[src/rtl/flash_cmd_decoder.sv]
module flash_cmd_decoder #(
  parameter int AW       = 11,
  parameter bit TOP_BOOT = 1'b1
) (
  input  logic          clk,
  input  logic          rst_n,
  input  logic          wr_en,
  input  logic [AW-1:0] wr_addr,
  input  logic [7:0]    wr_data,
  input  logic [1:0]    rd_addr,
  input  logic [15:0]   array_rdata,
  input  logic          eng_busy,
  input  logic [15:0]   eng_status,
  output logic [15:0]   rd_data,
  output logic          erase_start,
  output logic          erase_abort
);
  localparam logic [AW-1:0] ADDR_A = AW'(12'h555);
  localparam logic [AW-1:0] ADDR_B = AW'(12'h2AA);
  localparam logic [15:0]   MFR_CODE = 16'h00C2;
  localparam logic [15:0]   DEV_CODE = TOP_BOOT ? 16'h22C4 : 16'h2249;

  typedef enum logic [2:0] {
    ST_READ, ST_UNL1, ST_UNL2, ST_SETUP, ST_ER1, ST_ER2, ST_IDENT
  } state_t;

  state_t state, state_nx;
  logic   start_nx, abort_nx;

  wire at_a   = wr_addr == ADDR_A;
  wire at_b   = wr_addr == ADDR_B;
  wire is_rst = wr_data == 8'hF0;
  wire key1   = at_a && wr_data == 8'hAA;
  wire key2   = at_b && wr_data == 8'h55;

  always_comb begin
    state_nx = state;
    start_nx = 1'b0;
    abort_nx = 1'b0;
    if (wr_en) begin
      if (eng_busy) begin
        if (is_rst) begin
          state_nx = ST_READ;
          abort_nx = 1'b1;
        end
      end else if (is_rst) begin
        state_nx = ST_READ;
      end else begin
        case (state)
          ST_READ:  state_nx = key1 ? ST_UNL1 : ST_READ;
          ST_UNL1:  state_nx = key2 ? ST_UNL2 : ST_READ;
          ST_UNL2:
            if (at_a && wr_data == 8'h90)      state_nx = ST_IDENT;
            else if (at_a && wr_data == 8'h80) state_nx = ST_SETUP;
            else                               state_nx = ST_READ;
          ST_SETUP: state_nx = key1 ? ST_ER1 : ST_READ;
          ST_ER1:   state_nx = key2 ? ST_ER2 : ST_READ;
          ST_ER2: begin
            state_nx = ST_READ;
            start_nx = at_a && wr_data == 8'h10;
          end
          ST_IDENT: state_nx = ST_IDENT;
          default:  state_nx = ST_READ;
        endcase
      end
    end
  end

  always_ff @(posedge clk) begin
    if (!rst_n) begin
      state       <= ST_READ;
      erase_start <= 1'b0;
      erase_abort <= 1'b0;
    end else begin
      state       <= state_nx;
      erase_start <= start_nx;
      erase_abort <= abort_nx;
    end
  end

  logic [15:0] id_word;
  always_comb begin
    case (rd_addr)
      2'd0:    id_word = MFR_CODE;
      2'd1:    id_word = DEV_CODE;
      default: id_word = 16'h0000;
    endcase
  end

  assign rd_data = eng_busy            ? eng_status :
                   (state == ST_IDENT) ? id_word    : array_rdata;
endmodule

[config.mk]
export PLATFORM = sky130hd
export DESIGN_NAME = flash_cmd_decoder
export DESIGN_NICKNAME = d
export VERILOG_FILES = /design/src/rtl/flash_cmd_decoder.sv
export SDC_FILE = /design/constraint.sdc
export NUM_CORES = 1
export LEC_CHECK = 0
export CAP_MARGIN = 15
export CELL_PAD_IN_SITES_DETAIL_PLACEMENT = 0
export CELL_PAD_IN_SITES_GLOBAL_PLACEMENT = 1
export CORE_MARGIN = 1
export CORE_UTILIZATION = 17
export DETAILED_ROUTE_END_ITERATION = 6
export PLACE_DENSITY = 0.83
export SYNTH_ARGS = -nofsm -noshare
export SYNTH_HDL_FRONTEND = slang
export SYNTH_SLANG_ARGS = --single-unit
[constraint.sdc]
create_clock -name clk -period 2.1 [get_ports clk]
set_clock_uncertainty 0.05 [all_clocks]
set_input_delay 0.525 -clock clk [delete_from_list [all_inputs] [get_ports clk]]
set_output_delay 0.525 -clock clk [all_outputs]
set_load 0.02 [all_outputs]
# Yosys cells after proc, flatten, opt, wreduce, memory -nomap -nowiden
# Cells that the tools add are included.
[totals]
output_inout_bits = 18
register_bits = 5
wordCells = 46
[classes]
eq_ne = 16
reduce_logical = 10
n_bitwise = 3
mux = 14
[op_table]
columns = ["operator", "n"]
rows = [
  ["equality test 8 bit, second input constant", 4],
  ["2-to-1 mux 16 bit", 2],
  ["one-hot mux 14 bit (2 select lines)", 1],
  ["2-to-1 mux 3 bit", 6],
  ["one-hot mux 3 bit (6 select lines)", 1],
  ["equality test 11 x 10 -> 1 bit, second input constant", 1],
  ["equality test 11 bit, second input constant", 1],
  ["equality test 3 bit, second input constant", 3],
  ["equality test 8 x 5 -> 1 bit, second input constant", 1],
  ["equality test 8 x 7 -> 1 bit, second input constant", 1],
  ["equality test 3 x 2 -> 1 bit, second input constant", 2],
  ["logical AND 1 bit", 5],
  ["OR reduction 5 bit", 1],
  ["2-to-1 mux 2 bit", 2],
  ["equality test 3 x 1 -> 1 bit, second input constant", 1],
  ["zero test 3 bit", 1],
  ["inverter 1 bit", 3],
  ["AND reduction 3 bit", 1],
  ["equality test 2 x 1 -> 1 bit, second input constant", 1],
  ["zero test 2 bit", 1],
  ["2-to-1 mux 1 bit", 2],
  ["inequality test 2 x 1 -> 1 bit, second input constant", 1],
  ["AND reduction 2 bit", 1],
]

# Depth between registers and ports, before layout
[logic_depth]
depth_word = 7
depth_mapped = 6

# Worst setup path after synthesis
# OpenSTA, ideal clock, no wires.
[synth_path]
path_kind = "flip-flop to output port"
startpoint = "register state[0]"
endpoint = "output rd_data[13]"
arrival_ns = 1.518
path_slack_ns = 0.007
stages_incl_launch_ff = 6
path_buffers = 0
path_cell_list = "dfxtp_1 and2b_2 nand2_2 nor3b_1 a21oi_1 o21ai_0"
[synth_via]
elab_chain_len = 3
[synth_lines]
columns = ["element", "line", "source"]
rows = [
  ["from (decl)", "27", "state_t state, state_nx;"],
  ["from (signal assigned)", "75", "state <= state_nx;"],
  ["equality test 3 bit", "91", "(state == ST_IDENT) ? id_word : array_rdata;"],
  ["2-to-1 mux 16 bit", "91", ""],
  ["2-to-1 mux 16 bit", "90", "assign rd_data = eng_busy ? eng_status :"],
  ["to (decl)", "14", "output logic [15:0] rd_data,"],
]
# Every way passes these cells.

# Worst setup path after layout
[layout_path]
startpoint = "register state[0]"
endpoint = "output rd_data[9]"
# Same word-level chain as after synthesis.

==> results_dict.tcl <==
set metrics [dict create \
    nFillCells 440 \
    synth-simple-area-share 0.535 \
    crit_end "rd_data[9]" \
    synth_flop_cell "dfxtp_1" \
    io_buffers 74 \
    die_x_microns 68.2 \
    drc 0 \
    area_growth_syn_to_layout_pct 123 \
    stdcell_count 261 \
    gr-usage-all-layers 0.134 \
    wl_per_cell_microns 11.3 \
    multi_input_area_sq_um 632 \
    antenna_found_initial 0 \
    cts_root_buf "clkbuf_8" \
    n_antenna_cell 0 \
    grt_pass1_wl_microns 4670 \
    io_pins 75 \
    timing.final.ws_setup_ps 83.8 \
    placedCellCount 256 \
    power.leakage_nw 0.709 \
    synth_edf_count 0 \
    critPathMaxFanout 3 \
    finalHoldViolations 0 \
    synth_area_leaders "nand2_1 14%, dfxtp_1 13%, o21ai_0 12%" \
    overflow 0 \
    peakVddDrop_mv 0.174 \
    final_max_slew_viol_count 0 \
    synth_xor_area_frac 0 \
    maxCapViolations 0 \
    period_minus_slack_ps 2020 \
    setup_violations 0 \
    tightest_slew_ps 359 \
    cts_tree "yes" \
    yosysTopAreaCellShare 0.141 \
    drt_pass1_iterations 4 \
    clock_path_buffers 2 \
    vias 1179 \
    die_h_microns 68.2 \
    drive_gt1_frac 0.227 \
    fmax_mhz 496 \
    ys_seq_area_frac 0.134 \
    synth_nets 177 \
    drt_iter0_drc 45 \
    synth_top_family_by_area "simple AND/OR/NAND/NOR gates" \
    regToRegSetupSlack_ps 680 \
    gp_congestion 0.924 \
    crit_chain "and2b_2, nand2_4, nor3b_2, buf_4, a21oi_1, o21ai_1, buf_4" \
    hpwl_microns 2450 \
    cts_num_sinks 5 \
    vias_per_cell 4.52 \
    cts_made_buffers 3 \
    wl_microns 2950 \
    pre_cts_ws_ps -650 \
    die_area_sq_um 4660 \
    antenna_left 0 \
    avgSynthCellArea_sq_um 6.21 \
    coreArea_sq_um 4120 \
    synthDistinctLibCells 37 \
    netlist_area_sq_um 746 \
    max_stage_delay_ps 300 \
    slowest_stage "dfxtp_1" \
    critPathLaunch "state[0]" \
    grt_pass1_vias 1054 \
    totalNegativeSetupSlack_ps 0 \
    synthCells 120 \
    status "finished clean" \
    grt_max_degree 15 \
    clkLatencyLatePin_ps 220 \
    cp.arrival_ps 1440 \
    powerDensity_nw_per_um2 308 \
    crit_type "register to output port" \
    timing.hold.ws_ps 558 \
    reg2reg_from "state[2]" \
    ys_warn_count 0 \
    clk_pin_slew_ps 40 \
    r2r_cells 6 \
    nets 269 \
    muxShareOfSynthArea 0 \
    regArea_sq_um 100 \
    cts_hold_buffers 0 \
    synth-compound-area-share 0.273 \
    hold_class "register to register" \
    required_ps 1520 \
    slew_headroom 0.757 \
    synth-adder-area-share 0 \
    fin_util 0.405 \
    cts_htree_levels 1 \
    period_share 0.960 \
    async_flop_share 0 \
    ys_ff_latch 5 \
    yosysTopAreaCell "nand2_1" \
    worst_setup_path_start_kind "register" \
    r2r-end "state[2]" \
    fp-row-count 23 \
    floorplan.initialDensity 0.181 \
    crit_path_frequent_cell "buf_4" \
    end_kind "output port" \
]
==> stage by stage <==
stage,power (mW),instance area [sq um]
2_1_floorplan,0.177,746
3_3_place_gp,0.356,1650
3_5_place_dp,0.357,1650
4_1_cts,0.517,1640
5_1_grt,0.548,1670
6_report,0.513,1670
==> layer usage <==
metal / GRT usage / vias up / part of all wire
li1: - / 624 / -
met1: 0.169 / 503 / 0.45
met2: 0.208 / 42 / 0.45
met3: 0.0300 / 10 / 0.060
met4: 0.0755 / 0 / 0.038
met5: 0 / - / 0
==> kinds of logic (layout without fill, tap and decap cells) <==
group | after synthesis | after routing
buf+inv | 7 | 98
flops | 5 | 5
compound gates | 35 | 35
simple gates | 73 | 73
==> Yosys cell counts (all sizes together) (2+ instances only) <==
cell,number
nand2,29
o21ai,20
nor2,10
a21oi,7
nand3,6
dfxtp,5
nor4bb,5
nand4,4
nor3,4
buf,3
clkbuf,3
a32oi,2
and2,2
nor2b,2
==> worst min path at each step <==
stage / startpoint / to / slack (ps) / cells past startpoint
final: state[0] / state[0] / 560 / 3
after global routing: state[0] / state[0] / 590 / 3
after CTS: state[0] / state[0] / 560 / 3
after detailed placement: state[0] / state[0] / 550 / 3
after global placement: state[0] / state[0] / 550 / 3
after floorplan: state[0] / state[0] / 440 / 2
==> flip-flops by register name (all words and copies together), names as in the netlist <==
name and cells:
erase_abort 1, erase_start 1, state 3
==> what timing repair did <==
| action | CTS | global route |
|---|---|---|
| gates resized for setup | 97 | 5 |
| endpoints found under the setup margin | 16 | 15 |
| setup buffers | 0 | 1 |
| pin swaps | 2 | 6 |
| endpoints found under the hold margin | 0 | 0 |
==> power breakdown <==
part	switching, mW	internal (mW)	leakage [nW]
clock network	0.0483	0.127	0.0255
logic	0.0983	0.144	0.643
registers	0.00000326	0.0955	0.0402
total	0.147	0.367	0.709
==> final cells by class <==
| type | count | area share |
|---|---|---|
| inverter | 1 | 0.00225 |
| multi-input combinational | 108 | 0.379 |
| timing repair buffer | 93 | 0.493 |
| clock inverter | 1 | 0.00301 |
| clock buffer | 3 | 0.0248 |
| sequential | 5 | 0.0601 |
| tap | 50 | 0.0376 |
==> critical path: cells and delay by family, from the launching register on <==
family	cells	cell delay (ps)
DFF	1	300
buffers and inverters	2	300
and+or+nand+nor	3	460
AOI/OAI and AO/OA	2	160
==> cell usage in the layout (no fill, tap or decap), types with 2 or more instances in the layout <==
| cell type | synthesis | routed |
|---|---|---|
| a21oi_1 | 7 | 7 |
| a32oi_1 | 2 | 2 |
| buf_2 | 1 | 12 |
| buf_4 | 0 | 20 |
| buf_6 | 2 | 3 |
| clkbuf_8 | 0 | 3 |
| clkdlybuf4s50_1 | 0 | 55 |
| dfxtp_1 | 5 | 5 |
| dlygate4sd2_1 | 0 | 3 |
| nand2_1 | 28 | 28 |
| nand3_1 | 6 | 6 |
| nand4_1 | 3 | 3 |
| nor2_1 | 10 | 9 |
| nor2b_1 | 2 | 2 |
| nor3_1 | 4 | 2 |
| nor3_2 | 0 | 2 |
| nor4bb_1 | 5 | 5 |
| o21ai_0 | 18 | 12 |
| o21ai_1 | 2 | 8 |
No activity file was read; power rests on OpenSTA's default activity.
